`config.mk`:
```
export PLATFORM = sky130hd
export DESIGN_NAME = sfp_seq_prog
export DESIGN_NICKNAME = d
export VERILOG_FILES = /design/src/rtl/sfp_pkg.sv /design/src/rtl/sfp_spi_rx.sv /design/src/rtl/sfp_prot_lookup.sv /design/src/rtl/sfp_seq_ctrl.sv /design/src/rtl/sfp_seq_prog.sv
export SDC_FILE = /design/constraint.sdc
export NUM_CORES = 1
export LEC_CHECK = 0
export BUFFER_PORTS_ARGS = -buffer_cell sky130_fd_sc_hd__buf_2
export CORE_ASPECT_RATIO = 0.6
export CORE_MARGIN = 1
export CORE_UTILIZATION = 45
export DETAILED_ROUTE_END_ITERATION = 10
export GPL_TIMING_DRIVEN = 0
export SETUP_SLACK_MARGIN = 0.5
export SYNTH_ARGS = -nofsm -noshare
export SYNTH_HDL_FRONTEND = slang
export SYNTH_HIERARCHICAL = 1
export SYNTH_SLANG_ARGS = --single-unit
```
`constraint.sdc`:
```
create_clock -name clk -period 3.5 [get_ports clk]
set_input_delay 0.35 -clock clk [delete_from_list [all_inputs] [get_ports clk]]
set_output_delay 0.35 -clock clk [all_outputs]
set_load 0.01 [all_outputs]
```
`src/rtl/sfp_pkg.sv`:
```
package sfp_pkg;
  localparam logic [7:0] OP_WREN = 8'h06;
  localparam logic [7:0] OP_WRDI = 8'h04;
  localparam logic [7:0] OP_RDSR = 8'h05;
  localparam logic [7:0] OP_SEQA = 8'hAD;
  localparam logic [7:0] OP_SEQB = 8'hAF;

  localparam int STS_BUSY = 0;
  localparam int STS_WEL  = 1;
  localparam int STS_EPE  = 5;

  // Sector count for a 2**aw byte array (aw >= 17).
  function automatic int unsigned num_sectors(int unsigned aw);
    return (32'd1 << (aw - 32'd16)) + 32'd3;
  endfunction

  // Sector index of a byte address: 64 KB sectors below the top 64 KB,
  // which splits into 32 KB, 8 KB, 8 KB, 16 KB.
  function automatic int unsigned sector_of(logic [23:0] a, int unsigned aw);
    logic [24:0] top;
    logic [24:0] ax;
    int unsigned ns;
    top = 25'd1 << aw;
    ax  = {1'b0, a};
    ns  = num_sectors(aw);
    if (ax >= top - 25'h04000)      return ns - 32'd1;
    else if (ax >= top - 25'h06000) return ns - 32'd2;
    else if (ax >= top - 25'h08000) return ns - 32'd3;
    else if (ax >= top - 25'h10000) return ns - 32'd4;
    else                            return 32'(a[23:16]);
  endfunction
endpackage

```
`src/rtl/sfp_spi_rx.sv`:
```
module sfp_spi_rx (
  input  logic       clk,
  input  logic       rst_n,
  input  logic       sclk,
  input  logic       cs_n,
  input  logic       mosi,
  output logic       frame_start,
  output logic       frame_end,
  output logic       sck_fall,
  output logic       byte_done,
  output logic [7:0] rx_byte,
  output logic [2:0] bit_phase,
  output logic [2:0] byte_idx
);
  logic       sclk_d, cs_d;
  logic [7:0] sr;
  logic       sck_rise;

  assign frame_start = ~cs_n & cs_d;
  assign frame_end   = cs_n & ~cs_d;
  assign sck_rise    = sclk & ~sclk_d & ~cs_n;
  assign sck_fall    = ~sclk & sclk_d & ~cs_n;
  assign byte_done   = sck_rise && (bit_phase == 3'd7);
  assign rx_byte     = {sr[6:0], mosi};

  always_ff @(posedge clk or negedge rst_n) begin
    if (!rst_n) begin
      sclk_d    <= 1'b0;
      cs_d      <= 1'b1;
      sr        <= '0;
      bit_phase <= '0;
      byte_idx  <= '0;
    end else begin
      sclk_d <= sclk;
      cs_d   <= cs_n;
      if (frame_start) begin
        bit_phase <= '0;
        byte_idx  <= '0;
      end else if (sck_rise) begin
        sr        <= {sr[6:0], mosi};
        bit_phase <= bit_phase + 3'd1;
        if (bit_phase == 3'd7 && byte_idx != 3'd7) byte_idx <= byte_idx + 3'd1;
      end
    end
  end
endmodule

```
`src/rtl/sfp_prot_lookup.sv`:
```
module sfp_prot_lookup #(
  parameter int unsigned ADDR_W = 19,
  parameter int unsigned NSEC   = 11
) (
  input  logic [ADDR_W-1:0] addr,
  input  logic [NSEC-1:0]   lock,
  output logic              locked
);
  logic [NSEC-1:0] hit;
  int unsigned     idx;

  assign idx = sfp_pkg::sector_of(24'(addr), ADDR_W);

  for (genvar s = 0; s < NSEC; s++) begin : g_sec
    assign hit[s] = (idx == 32'(s));
  end

  assign locked = |(hit & lock);
endmodule

```
`src/rtl/sfp_seq_ctrl.sv`:
```
module sfp_seq_ctrl #(
  parameter int unsigned ADDR_W = 19,
  parameter int unsigned NSEC   = 11
) (
  input  logic              clk,
  input  logic              rst_n,
  input  logic              frame_start,
  input  logic              frame_end,
  input  logic              sck_fall,
  input  logic              byte_done,
  input  logic [7:0]        rx_byte,
  input  logic [2:0]        bit_phase,
  input  logic [2:0]        byte_idx,
  input  logic [NSEC-1:0]   sec_lock,
  input  logic              pgm_done,
  input  logic              pgm_fail,
  output logic              miso,
  output logic              pgm_req,
  output logic [ADDR_W-1:0] pgm_addr,
  output logic [7:0]        pgm_data,
  output logic              issue_evt,
  output logic              abort_evt,
  output logic              deny_evt,
  output logic              wrdi_evt,
  output logic              sts_busy,
  output logic              sts_wel,
  output logic              sts_epe
);
  import sfp_pkg::*;

  logic [7:0]        opcode, data_q;
  logic [23:0]       addr_fr;
  logic [ADDR_W-1:0] cur_addr, target, nxt;
  logic              data_ok, seq_q, end_q;
  logic              busy_q, wel_q, epe_q;
  logic              lock_tgt, lock_nxt;
  logic              is_seq, fe_live, seq_frame, good_frame, wren_evt, done_evt;
  logic [7:0]        status;

  assign target = seq_q ? cur_addr : addr_fr[ADDR_W-1:0];
  assign nxt    = target + ADDR_W'(1);

  sfp_prot_lookup #(.ADDR_W(ADDR_W), .NSEC(NSEC)) u_lk_tgt (
    .addr(target), .lock(sec_lock), .locked(lock_tgt));
  sfp_prot_lookup #(.ADDR_W(ADDR_W), .NSEC(NSEC)) u_lk_nxt (
    .addr(nxt), .lock(sec_lock), .locked(lock_nxt));

  assign is_seq     = (opcode == OP_SEQA) || (opcode == OP_SEQB);
  assign fe_live    = frame_end && (byte_idx != 3'd0) && !busy_q;
  assign wren_evt   = fe_live && (bit_phase == 3'd0) && (opcode == OP_WREN);
  assign wrdi_evt   = fe_live && (bit_phase == 3'd0) && (opcode == OP_WRDI);
  assign seq_frame  = fe_live && is_seq && wel_q;
  assign good_frame = seq_frame && (bit_phase == 3'd0) && data_ok;
  assign abort_evt  = seq_frame && !good_frame;
  assign deny_evt   = good_frame && lock_tgt;
  assign issue_evt  = good_frame && !lock_tgt;
  assign done_evt   = busy_q && pgm_done;

  always_comb begin
    status           = '0;
    status[STS_BUSY] = busy_q;
    status[STS_WEL]  = wel_q;
    status[STS_EPE]  = epe_q;
  end

  always_ff @(posedge clk or negedge rst_n) begin
    if (!rst_n) begin
      opcode   <= '0;
      data_q   <= '0;
      addr_fr  <= '0;
      cur_addr <= '0;
      data_ok  <= 1'b0;
      seq_q    <= 1'b0;
      end_q    <= 1'b0;
      busy_q   <= 1'b0;
      wel_q    <= 1'b0;
      epe_q    <= 1'b0;
      pgm_req  <= 1'b0;
      pgm_addr <= '0;
      pgm_data <= '0;
      miso     <= 1'b0;
    end else begin
      pgm_req <= issue_evt;
      if (frame_start) data_ok <= 1'b0;
      if (byte_done) begin
        if (byte_idx == 3'd0) opcode <= rx_byte;
        else if (is_seq) begin
          if (!seq_q && byte_idx <= 3'd3) addr_fr <= {addr_fr[15:0], rx_byte};
          else begin
            data_q  <= rx_byte;
            data_ok <= 1'b1;
          end
        end
      end
      if (wren_evt) wel_q <= 1'b1;
      if (wrdi_evt || abort_evt || deny_evt) begin
        wel_q <= 1'b0;
        seq_q <= 1'b0;
      end
      if (issue_evt) begin
        seq_q    <= 1'b1;
        busy_q   <= 1'b1;
        epe_q    <= 1'b0;
        cur_addr <= nxt;
        end_q    <= (&target) || lock_nxt;
        pgm_addr <= target;
        pgm_data <= data_q;
      end
      if (done_evt) begin
        busy_q <= 1'b0;
        if (pgm_fail) epe_q <= 1'b1;
        if (end_q) begin
          wel_q <= 1'b0;
          seq_q <= 1'b0;
        end
      end
      if (frame_end) miso <= 1'b0;
      else if (sck_fall)
        miso <= (opcode == OP_RDSR && byte_idx != 3'd0) ? status[~bit_phase] : 1'b0;
    end
  end

  assign sts_busy = busy_q;
  assign sts_wel  = wel_q;
  assign sts_epe  = epe_q;
endmodule

```
`src/rtl/sfp_seq_prog.sv`:
```
module sfp_seq_prog #(
  parameter int unsigned ADDR_W = 19,
  localparam int unsigned NSEC  = sfp_pkg::num_sectors(ADDR_W)
) (
  input  logic              clk,
  input  logic              rst_n,
  input  logic              spi_sclk,
  input  logic              spi_cs_n,
  input  logic              spi_mosi,
  output logic              spi_miso,
  input  logic [NSEC-1:0]   sec_lock,
  output logic              pgm_req,
  output logic [ADDR_W-1:0] pgm_addr,
  output logic [7:0]        pgm_data,
  input  logic              pgm_done,
  input  logic              pgm_fail
);
  logic       frame_start, frame_end, sck_fall, byte_done;
  logic [7:0] rx_byte;
  logic [2:0] bit_phase, byte_idx;
  logic       issue_evt, abort_evt, deny_evt, wrdi_evt;
  logic       sts_busy, sts_wel, sts_epe;

  sfp_spi_rx u_rx (
    .clk(clk), .rst_n(rst_n), .sclk(spi_sclk), .cs_n(spi_cs_n), .mosi(spi_mosi),
    .frame_start(frame_start), .frame_end(frame_end), .sck_fall(sck_fall),
    .byte_done(byte_done), .rx_byte(rx_byte), .bit_phase(bit_phase), .byte_idx(byte_idx));

  sfp_seq_ctrl #(.ADDR_W(ADDR_W), .NSEC(NSEC)) u_ctrl (
    .clk(clk), .rst_n(rst_n), .frame_start(frame_start), .frame_end(frame_end),
    .sck_fall(sck_fall), .byte_done(byte_done), .rx_byte(rx_byte),
    .bit_phase(bit_phase), .byte_idx(byte_idx), .sec_lock(sec_lock),
    .pgm_done(pgm_done), .pgm_fail(pgm_fail), .miso(spi_miso),
    .pgm_req(pgm_req), .pgm_addr(pgm_addr), .pgm_data(pgm_data),
    .issue_evt(issue_evt), .abort_evt(abort_evt), .deny_evt(deny_evt),
    .wrdi_evt(wrdi_evt), .sts_busy(sts_busy), .sts_wel(sts_wel), .sts_epe(sts_epe));
endmodule

```
---- Yosys cells after proc, flatten, opt, wreduce, memory -nomap -nowiden ----
Cells that the tools add are included.
word-level totals
  register bits ........................... 104
  output and inout port bits .............. 29
  word-level logic and storage cells ...... 154
cells by class
  $add $sub $neg .......................... 3
  $lt $le $gt $ge ......................... 10
  equal/unequal tests ..................... 27
  mux-type cells .......................... 37
  bitwise operators ....................... 16
  reduce and logical (&&, ||, !) cells .... 42
operators by type and width
  cell                   number
  $eq 32x3->1 const B    8
  $eq 32x4->1 const B    6
  $ge 19x19->1 const B   8
  $eq 32x2->1 const B    4
  $eq 32x1->1 const B    2
  $logic_not 32->1       2
  $eq 8x3->1 const B     3
  $mux 4                 6
  $and 11x11->11         2
  $mux 1                 22
  $reduce_or 11->1       2
  $mux 3                 7
  $add 19x1->19 const B  1
  $mux 19                1
  $reduce_and 19->1      1
  $logic_and 1x1->1      17
  $eq 8x8->1 const B     2
  $reduce_and 4->1       2
  $reduce_bool 2->1      4
  $not 1->1              7
  $add 3x1->3 const B    2
  $and 1x1->1            6
  $logic_not 3->1        2
  $reduce_and 2->1       3
  other kinds (9)        15

---- Longest topological paths before layout ----
Gate-level depths: netlist of run 1.
  depth in word-level cells ............... 16
  mapped depth ............................ 16

---- Hierarchy ----
Netlist of run 1, hierarchy kept.
by module, submodules not included
  module           times used  cells each  area an instance (µm²)  sequential area each (µm²)
  sfp_seq_ctrl     1           359         4155.2                  2227.1
  sfp_spi_rx       1           49          663.1                   376.6
  sfp_prot_lookup  2           20          145.1                   0.0

---- Worst setup path after synthesis of run 1 ----
Ideal clock, no wire load.
  path type ............................... flip-flop to flip-flop
  start ................................... register u_ctrl.seq_q
  end ..................................... register u_ctrl.end_q
  library setup time ...................... 0.119 ns
  data arrival time ....................... 3.082 ns
  slack ................................... 0.299 ns
  cell stages (with the launch flop) ...... 16
  path through ............................ dfrtp_1 > buf_4 > buf_4 > mux2_2 > ha_1 > inv_1 > a211oi_2 > nand4_1 > xnor2_1 > nor3b_2 > a311o_1 > a31oi_1 > a221oi_2 > inv_1 > o211ai_1 > o21a_1
on the way
  longest elaborated chain between the ends .. 11
  elaborated cells on any way between the ends .. 48
RTL lines
  item                                 line                   text
  start: declaration                   sfp_seq_ctrl.sv:34     logic data_ok, seq_q, end_q;
  start signal: assignment             sfp_seq_ctrl.sv:73     seq_q <= 1'b0;
  start signal: assignment             sfp_seq_ctrl.sv:98     seq_q <= 1'b0;
  start signal: assignment             sfp_seq_ctrl.sv:101    seq_q <= 1'b1;
  $mux 19 *                            sfp_seq_ctrl.sv:40     assign target = seq_q ? cur_addr : addr_fr[ADDR_W-1:0];
  net u_ctrl.target[1]                 sfp_seq_ctrl.sv:33     logic [ADDR_W-1:0] cur_addr, target, nxt;
  $add 19x1->19 *                      sfp_seq_ctrl.sv:41     assign nxt = target + ADDR_W'(1);
  net u_ctrl.nxt[16]                   sfp_seq_ctrl.sv:33
  $ge 19x19->1                         sfp_pkg.sv:29          else if (ax >= top - 25'h10000) return ns - 32'd4;
  $mux 3                               sfp_pkg.sv:29
  $mux 4                               sfp_pkg.sv:28          else if (ax >= top - 25'h08000) return ns - 32'd3;
  $mux 4                               sfp_pkg.sv:27          else if (ax >= top - 25'h06000) return ns - 32'd2;
  $mux 4 *                             sfp_pkg.sv:26          if (ax >= top - 25'h04000) return ns - 32'd1;
  $eq 32x1->1 (tied with other cells)  sfp_prot_lookup.sv:15  assign hit[s] = (idx == 32'(s));
  $and 11x11->11 *                     sfp_prot_lookup.sv:18  assign locked = |(hit & lock);
  $reduce_or 11->1 *                   sfp_prot_lookup.sv:18
  net u_ctrl.lock_nxt                  sfp_seq_ctrl.sv:36     logic lock_tgt, lock_nxt;
  $logic_or 1x1->1 *                   sfp_seq_ctrl.sv:105    end_q <= (&target) || lock_nxt;
  end signal: assignment               sfp_seq_ctrl.sv:105
  end: declaration                     sfp_seq_ctrl.sv:34
Mark *: on every way through the listed nets, which the timed path passes. The rest lies on a longest branch.
A chain may end at the register's enable or synchronous reset.

---- Final worst setup path of run 1 ----
  start ................................... register u_ctrl.seq_q
  end ..................................... register u_ctrl.end_q
on the way
  longest elaborated chain between the ends .. 11
  elaborated cells on any way between the ends .. 48
RTL lines
  item                                 line
  $mux 19 *                            sfp_seq_ctrl.sv:40
  $add 19x1->19 *                      sfp_seq_ctrl.sv:41
  net u_ctrl.nxt[0]                    sfp_seq_ctrl.sv:33
  $ge 19x19->1                         sfp_pkg.sv:29
  $mux 3                               sfp_pkg.sv:29
  $mux 4                               sfp_pkg.sv:28
  $mux 4                               sfp_pkg.sv:27
  $mux 4 *                             sfp_pkg.sv:26
  $eq 32x1->1 (tied with other cells)  sfp_prot_lookup.sv:15
  $and 11x11->11 *                     sfp_prot_lookup.sv:18
  $reduce_or 11->1 *                   sfp_prot_lookup.sv:18
  net u_ctrl.lock_nxt                  sfp_seq_ctrl.sv:36
  $logic_or 1x1->1 *                   sfp_seq_ctrl.sv:105
Marked as above.

==> results summary, run 1 <==
The placed instances occupy a cell area of 5550 µm². The worst register-to-register path begins at u_ctrl/seq_q. In this run the vertical extent of the chip is 84.4 µm.

The worst path needs 3.12 ns of the cycle, external delays included. The top fanout value on the critical path came out at 5. The final number of hold-violating endpoints came to 0. The worst-case IR drop observed on VDD is 0.244 mV. The number of buffers inserted during clock tree synthesis came out at 9. For this run, design rule violations remaining after detail routing come to 0. The worst hold slack is 0.0853 ns.

The insertion delay to the later sink of the worst-skew pair is 0.35 ns. Clock-pin slew was measured on the worst setup and hold paths at 0.07 ns. The final weighted congestion in routability-driven placement is 0.887. The number of clock sinks seen by CTS came out at 104. The number of placement rows came out at 29.

Port buffering added 46 buffers. In this run the worst setup path begins at u_ctrl/seq_q. The horizontal extent of the die is 139 µm. STA classifies the critical path startpoint as a register. Entering global routing, the biggest net connects 61 pins. The total global-route track usage is 0.223. STA classifies the critical path endpoint as a register.

The tool flagged a number of max-cap violations equal to 0. The via count of the first global-routing pass is 3659. The leakage power figure is 3.21 nW.

Dividing total power by cell area gives a power density of 361 nW/µm². The global-route wire length before repair came out at 20000 µm. In this run, the number of DRC markers left after iteration 0 of detailed routing was 378. STA puts the critical path data required time at 3.74 ns. The number of vias in the routed layout came out at 3799. The detailed-route wire length per cell is 18.8 µm. For the pin with the worst max-slew slack, the measured transition is 0.784 ns. The final-layout fill cell count is 865.

The H-tree generated during clock tree synthesis spans 3 levels. TritonCTS built the clock tree. The initial core utilization came out at 0.473. The synthesized area per cell is 11.4 µm². Once layout is done, the placed cells without fillers occupy 6410 µm². The per-cell via count in the routed design came out at 5.55. The cell total after placement came out at 632. The root buffer cell chosen for the clock tree is sky130_fd_sc_hd__clkbuf_16. The final worst setup slack came out at 0.383 ns. The data arrival time at the worst-slack endpoint came out at 3.35 ns. Of the cells placed in the final design, the portion with a size suffix greater than 1 is 0.396. The min-delay analysis places its worst path in the category primary input to async pin. The final number of max-transition violations came out at 0. In this run the count of I/O pins placed on the die edge is 47. The core box area is 10800 µm². The residual antenna-violating net count after detailed routing came out at 0. The number of failing setup endpoints in the final timing report is 0. The worst slack at placement is -0.179 ns. The relative area change from synthesis to final layout came out at 25.8%. For this run, the top clock speed supported by timing is 321 MHz. Yosys printed 6 warnings. Setup repair after global routing could not meet its margin everywhere. The net count after synthesis came out at 469.

The die footprint is 11800 µm². The initial antenna violation count was 0. The worst setup path is of the register to register kind. The number of nets in the layout came out at 564. The run finished with clean final reports.

The largest buffer count on any clock path came out at 2. In the finished design, the share of the clock period the worst path needs comes to 0.891. The number of inserted diodes came out at 0. The final instance count without filler cells is 685.

The worst relative slew slack came out at 0.477. The final layout contains routed wiring with a total length of 12900 µm. The total congestion overflow came out at 0. The clock arrives with 0.00849 ns of skew. Synthesis handed over a netlist of 446 instances. The iteration count of the initial detailed-routing pass came out at 5. The HPWL after detailed placement is 8650 µm. Summing every instance area after synthesis gives 5100 µm².
==> layout make-up <==
cell class | count | area, µm² | area share
plain buffers | 16 | 161 | 0.0252
clock buffers | 10 | 229 | 0.0357
clock inverters | 6 | 52.6 | 0.00820
inverters | 24 | 92.6 | 0.0144
multi-input cells | 302 | 2510 | 0.392
flip-flops and latches | 104 | 2610 | 0.406
well taps | 139 | 174 | 0.0271
repair buffers | 84 | 583 | 0.0909
==> sequential cells by signal, summed over array words and instances, names as in the netlist, 3 cells and up <==
name,flops
u_rx/sr,7
u_ctrl/opcode,8
u_ctrl/data_q,8
u_ctrl/addr_fr,19
u_ctrl/cur_addr,19
u_ctrl/pgm_data,8
u_rx/byte_idx,3
u_ctrl/pgm_addr,19
u_rx/bit_phase,3
==> through the flow <==
step / power [mW] / utilization / TNS [ns]
final: 2.31 / 0.595 / 0
after global routing: 2.40 / 0.595 / 0
after CTS: 2.34 / 0.568 / 0
after detailed placement: 1.38 / 0.515 / -0.179
after global placement: 1.37 / 0.512 / -0.121
after floorplan: 1.31 / - / 0
==> per-layer routing <==
metal	vias up	share of wire	global-route usage
met5	-	0	0
met4	0	0.011	0.0556
met3	17	0.060	0.0593
met2	121	0.43	0.312
met1	1888	0.50	0.339
li1	1773	-	-
==> critical path, stage by stage, from the launching register on <==
cell and delay [ns]:
sky130_fd_sc_hd__dfrtp_2 0.44, sky130_fd_sc_hd__buf_8 0.14, sky130_fd_sc_hd__buf_12 0.13, sky130_fd_sc_hd__mux2i_2 0.15, sky130_fd_sc_hd__inv_2 0.08, sky130_fd_sc_hd__ha_4 0.13
sky130_fd_sc_hd__inv_2 0.04, sky130_fd_sc_hd__a211oi_4 0.27, sky130_fd_sc_hd__nand4_1 0.28, sky130_fd_sc_hd__xnor2_4 0.37, sky130_fd_sc_hd__nor3b_2 0.08, sky130_fd_sc_hd__a311o_1 0.30
sky130_fd_sc_hd__a31oi_2 0.20, sky130_fd_sc_hd__a221oi_2 0.08, sky130_fd_sc_hd__inv_1 0.09, sky130_fd_sc_hd__o211ai_1 0.09, sky130_fd_sc_hd__o21a_1 0.12
==> path summary, 6_finish.rpt <==
path                                      end  slack [ns]  cells past startpoint
max                              u_ctrl/end_q        0.38                     16
min in group clk                  u_rx/sclk_d        0.15                      1
max in group asynchronous        u_ctrl/seq_q        2.71                      2
min                        u_ctrl/pgm_data[2]        0.09                      1
max reg2reg                      u_ctrl/end_q        0.38                     16
min reg2reg                u_ctrl/pgm_data[2]        0.46                      2
==> placed cells by master, fill, tap and decap left out, types with 5 or more instances in the layout <==
cell type / instances
sky130_fd_sc_hd__inv_1: 16
sky130_fd_sc_hd__mux2_2: 57
sky130_fd_sc_hd__o21ai_0: 23
sky130_fd_sc_hd__mux2i_4: 6
sky130_fd_sc_hd__buf_2: 45
sky130_fd_sc_hd__nor2_1: 10
sky130_fd_sc_hd__a21oi_1: 7
sky130_fd_sc_hd__xnor2_1: 12
sky130_fd_sc_hd__dfrtp_1: 102
sky130_fd_sc_hd__nand4_1: 10
sky130_fd_sc_hd__nand2_1: 71
sky130_fd_sc_hd__mux2i_1: 11
sky130_fd_sc_hd__nand3_1: 12
sky130_fd_sc_hd__inv_2: 7
sky130_fd_sc_hd__buf_6: 9
sky130_fd_sc_hd__buf_4: 38
sky130_fd_sc_hd__nand2b_1: 5
sky130_fd_sc_hd__clkbuf_16: 10
==> power breakdown <==
part / internal [mW] / switching, mW / leakage (nW)
clock network: 0.494 / 0.462 / 0.136
logic: 0.0433 / 0.0476 / 1.63
registers: 1.23 / 0.0395 / 1.44
==> what timing repair did <==
item	4_1_cts	5_1_grt
hold buffers	0	0
gates cloned	0	1
resized for setup	31	31
buffers inserted	20	16
setup endpoints to repair	51	50
pin swaps	11	8
Note: power is estimated with default switching activity, not from simulation.
==> run 2, diff against run 1 <==
SYNTH_HIERARCHICAL = default   (was 1)
TNS_END_PERCENT = 1   (was default)
==> run 2 against run 1 <==
Sequential power about the same. Register-to-register slack better by 0.02 ns. Die area up 6.7%. Critical path depth fell by 4. Critical path type unchanged.
==> results summary, run 2 <==
The horizontal extent of the die is 144 µm (was 139 µm). The dominant cell type by count on the critical path is sky130_fd_sc_hd__buf_4 (was sky130_fd_sc_hd__inv_2). The commonest cells after synthesis are sky130_fd_sc_hd__dfrtp_1, sky130_fd_sc_hd__nand2_1, sky130_fd_sc_hd__mux2_2.

The die footprint came to 12600 µm² (was 11800 µm²). The critical-path cell with the highest stage delay was sky130_fd_sc_hd__or4_4 (was sky130_fd_sc_hd__dfrtp_2). The share of synthesized area in the top cell type comes to 0.473. The core box area came out at 11500 µm² (was 10800 µm²). The number of placement rows came out at 30 (was 29).

The worst slack at placement is 0.0318 ns (was -0.179 ns). The post-layout total power came out at 2.34 mW (was 2.31 mW). Biggest registers after layout: u_ctrl.addr_fr: 19 flops, u_ctrl.cur_addr: 19 flops, u_ctrl.pgm_addr: 19 flops (was u_ctrl/addr_fr: 19 flops, u_ctrl/cur_addr: 19 flops, u_ctrl/pgm_addr: 19 flops).

The residual antenna-violating net count after detailed routing came out at 0 (unchanged). In the post-synthesis netlist, the cell with the most instances is sky130_fd_sc_hd__dfrtp_1. The total of flip-flops plus latches after synthesis is 104. Commonest cells after routing, fill and taps aside: sky130_fd_sc_hd__dfrtp_1, sky130_fd_sc_hd__nand2_1, sky130_fd_sc_hd__buf_2 (was sky130_fd_sc_hd__dfrtp_1, sky130_fd_sc_hd__nand2_1, sky130_fd_sc_hd__mux2_2).

The final cell area excluding filler cells is 6380 µm² (was 6410 µm²). The initial core utilization is 0.473 (about the same). The area occupied by multi-input gates is 2750 µm² (was 2510 µm²). The clock tree from TritonCTS is yes (unchanged). The per-cell via count in the routed design came out at 5.74 (was 5.55). The total detailed-routing wirelength is 14200 µm (was 12900 µm). The worst flop-to-flop path startpoint is u_rx.byte_idx[0] (was u_ctrl/seq_q). The sequential element share of the synthesized area is 0.478.

In the synthesized netlist the dominant register cell turns out to be sky130_fd_sc_hd__dfrtp_1. The leakage power figure is 3.00 nW (was 3.21 nW). The number of placed I/O pins is 47 (unchanged). The final-layout fill cell count came to 1020 (was 865).

The cell area after synthesis came out at 5450 µm² (was 5100 µm²). The number of buffers inserted during clock tree synthesis is 9 (unchanged). The ratio of cells with drive above 1 in the final layout came out at 0.301 (was 0.396). The maximum clock skew at final layout came out at 0.00994 ns (was 0.00849 ns). The count of unresolved DRC violations after routing came to 0 (unchanged).

The startpoint class of the critical path is a register (unchanged). Ranked by total cell area, the synthesized netlist is headed by sky130_fd_sc_hd__dfrtp_1, sky130_fd_sc_hd__mux2_2, sky130_fd_sc_hd__nand2_1, sky130_fd_sc_hd__mux2i_1, sky130_fd_sc_hd__o21ai_0. The delay of the slowest cell on the worst path came out at 0.44 ns (about the same). Setup repair after global routing missed its margin: true (unchanged). The number of clock sinks seen by CTS was 104 (unchanged).

The number of cells on the worst reg-to-reg path is 12 (was 16). The number of buffers inserted by port buffering is 46 (unchanged). The number of inserted diodes was 0 (unchanged). The worst endpoint required time came out at 3.72 ns (was 3.74 ns). For this run, asynchronously set or reset flops after synthesis account for 1.00.

The maximum resistive drop on vdd came out at 0.216 mV (was 0.244 mV). The cell total after placement is 714 (was 632). The relative area change from synthesis to final layout was 17.3% (was 25.8%). The detailed placement HPWL came out at 10000 µm (was 8650 µm). Chain of cells forming the critical path: inv_1 > ha_1 > nor2b_1 > nor4b_4 > buf_4 > nand3_1 > or4_4 > a211oi_4 > buf_4 > o31ai_1 > a221oi_1 > a21oi_1 (was buf_8 > buf_12 > mux2i_2 > inv_2 > ha_4 > inv_2 > a211oi_4 > nand4_1 > xnor2_4 > nor3b_2 > a311o_1 > a31oi_2 > a221oi_2 > inv_1 > o211ai_1 > o21a_1). The via count of the first global-routing pass is 4100 (was 3659). The depth of the CTS H-tree came out at 3 (unchanged).

The hold-fix buffer count after cts is 0 (unchanged). The worst hold path class is primary input to async pin (unchanged). The cell type with the highest aggregate area in the netlist is sky130_fd_sc_hd__dfrtp_1. The detailed-route wire length per cell came out at 19.0 µm (was 18.8 µm). The final instance count without filler cells is 745 (was 685). The global-route wire length before repair is 22600 µm (was 20000 µm). The largest buffer count on any clock path came to 2 (unchanged). The category of the critical setup timing path is register to register (unchanged). The worst-case register-to-register setup slack came out at 0.40 ns (was 0.38 ns). The synthesized netlist cell count came out at 507 (was 446). The post-route setup TNS came out at 0 ns (unchanged). The endpoint of the worst-slack reg-to-reg timing path is u_ctrl.end_q (was u_ctrl/end_q). The number of failing setup endpoints in the final timing report is 0 (unchanged). The pin count of the biggest net entering global routing is 59 (was 61). The worst relative slew slack is 0.169 (was 0.477).

The post-detailed-placement cell area came out at 5910 µm² (was 5550 µm²). Counting flops with a built-in enable in the synthesized netlist gives 0. The number of nets in the layout came out at 607 (was 564). The worst hold slack is 0.0713 ns (was 0.0853 ns). The top fanout value on the critical path was 10 (was 5). The total of max-cap violations came out at 0 (unchanged).

The highest achievable clock rate is 323 MHz (was 321 MHz). The violation count after the first detailed-routing iteration came out at 406 (was 378). The number of warning messages in the yosys log came out at 0 (was 6). The die extent in y is 87.2 µm (was 84.4 µm). The final weighted congestion in routability-driven placement came out at 0.869 (was 0.887). The initial antenna violation count was 0 (unchanged).

The insertion delay to the later sink of the worst-skew pair came to 0.35 ns (about the same). The number of buffer and inverter instances along the worst setup path is 3 (was 5). The count of cell types in the netlist came out at 64. The sequential cell area came to 2600 µm² (was 2610 µm²).

The critical path endpoint category is a register (unchanged). The final number of max-transition violations is 0 (unchanged). The iteration count of the initial detailed-routing pass was 5 (unchanged).

The most common library cell in the layout ignoring fill and taps is sky130_fd_sc_hd__dfrtp_1 (unchanged). The final number of hold-violating endpoints was 0 (unchanged). The share of the cycle needed by the critical path after routing is 0.884 (was 0.891). The data arrival time at the worst-slack endpoint is 3.32 ns (was 3.35 ns). The synthesized area per cell is 10.7 µm² (was 11.4 µm²).

The net count after synthesis came out at 534 (was 469). The category of cells accounting for the largest share of critical-path delay is simple AND/OR/NAND/NOR gates (was compound AO/OA/AOI/OAI gates). The final worst setup slack came out at 0.405 ns (was 0.383 ns). Run status: complete, no violations (unchanged).

The clock slew at the register clock pins of the worst setup and hold paths was 0.07 ns (about the same). The total congestion overflow is 0 (unchanged). The number of vias in the routed layout came out at 4277 (was 3799).

The total global-route track usage came to 0.244 (was 0.223). The power per standard cell area came out at 367 nW/µm² (was 361 nW/µm²). The end-of-flow core utilization came out at 0.554 (was 0.595).

The clock period minus worst slack was 3.10 ns (was 3.12 ns). The clock root buffer master is sky130_fd_sc_hd__clkbuf_16 (unchanged). The transition at the pin with the smallest max-transition slack is 1.24 ns (was 0.784 ns).
run 2: worst max path at each step:
stage,startpoint,depth (start not counted),to,slack [ns]
after floorplan,u_ctrl.seq_q,14,u_ctrl.end_q,0.56
after global placement,u_ctrl.seq_q,14,u_ctrl.end_q,0.05
after detailed placement,u_ctrl.seq_q,14,u_ctrl.end_q,0.03
after CTS,u_ctrl.seq_q,14,u_ctrl.end_q,0.33
after global routing,u_rx.byte_idx[0],9,u_ctrl.cur_addr[8],0.24
final,u_rx.byte_idx[0],12,u_ctrl.end_q,0.40
run 2: layout make-up:
class / count / share of cell area
sequential: 104 / 0.408
multi-input combinational: 373 / 0.431
clock inverter: 6 / 0.00803
tap: 160 / 0.0314
buffer: 19 / 0.0214
timing repair buffer: 62 / 0.0584
clock buffer: 10 / 0.0359
inverter: 11 / 0.00647
run 2: kinds of logic (layout without fill, tap and decap cells):
group / Yosys count / after routing / synth area share
AOI/OAI and AO/OA: 106 / 106 / 0.129
DFF: 104 / 104 / 0.478
buffers and inverters: 30 / 108 / 0.0294
xor gates and xnor gates: 19 / 19 / 0.0333
adders and majority gates: 9 / 9 / 0.0207
muxes: 74 / 74 / 0.153
and+or+nand+nor: 165 / 165 / 0.156
run 2: metal layers:
layer | vias to the layer above | global-route usage | wire [µm]
met3 | 19 | 0.0533 | 1090
met2 | 178 | 0.330 | 5710
met5 | - | 0 | 0
met1 | 2129 | 0.385 | 7250
li1 | 1951 | - | -
met4 | 0 | 0.0619 | 144
run 2: repair_timing:
action / in CTS / in global routing
buffers inserted: 5 / 10
setup endpoints to repair: 50 / 51
gates resized for setup: 1 / 25
pin swaps: 3 / 8
run 2: power breakdown:
part           switching (mW)  internal [mW]
registers              0.0428           1.23
logic                  0.0550         0.0452
clock network           0.471          0.495
total                   0.569           1.77
run 2: worst reg2reg max path, stage by stage, from the launching register on:
cell and delay (ns):
sky130_fd_sc_hd__dfrtp_1 0.40, sky130_fd_sc_hd__inv_1 0.06, sky130_fd_sc_hd__ha_1 0.19, sky130_fd_sc_hd__nor2b_1 0.21, sky130_fd_sc_hd__nor4b_4 0.42, sky130_fd_sc_hd__buf_4 0.17, sky130_fd_sc_hd__nand3_1 0.07, sky130_fd_sc_hd__or4_4 0.44
sky130_fd_sc_hd__a211oi_4 0.31, sky130_fd_sc_hd__buf_4 0.28, sky130_fd_sc_hd__o31ai_1 0.11, sky130_fd_sc_hd__a221oi_1 0.21, sky130_fd_sc_hd__a21oi_1 0.10
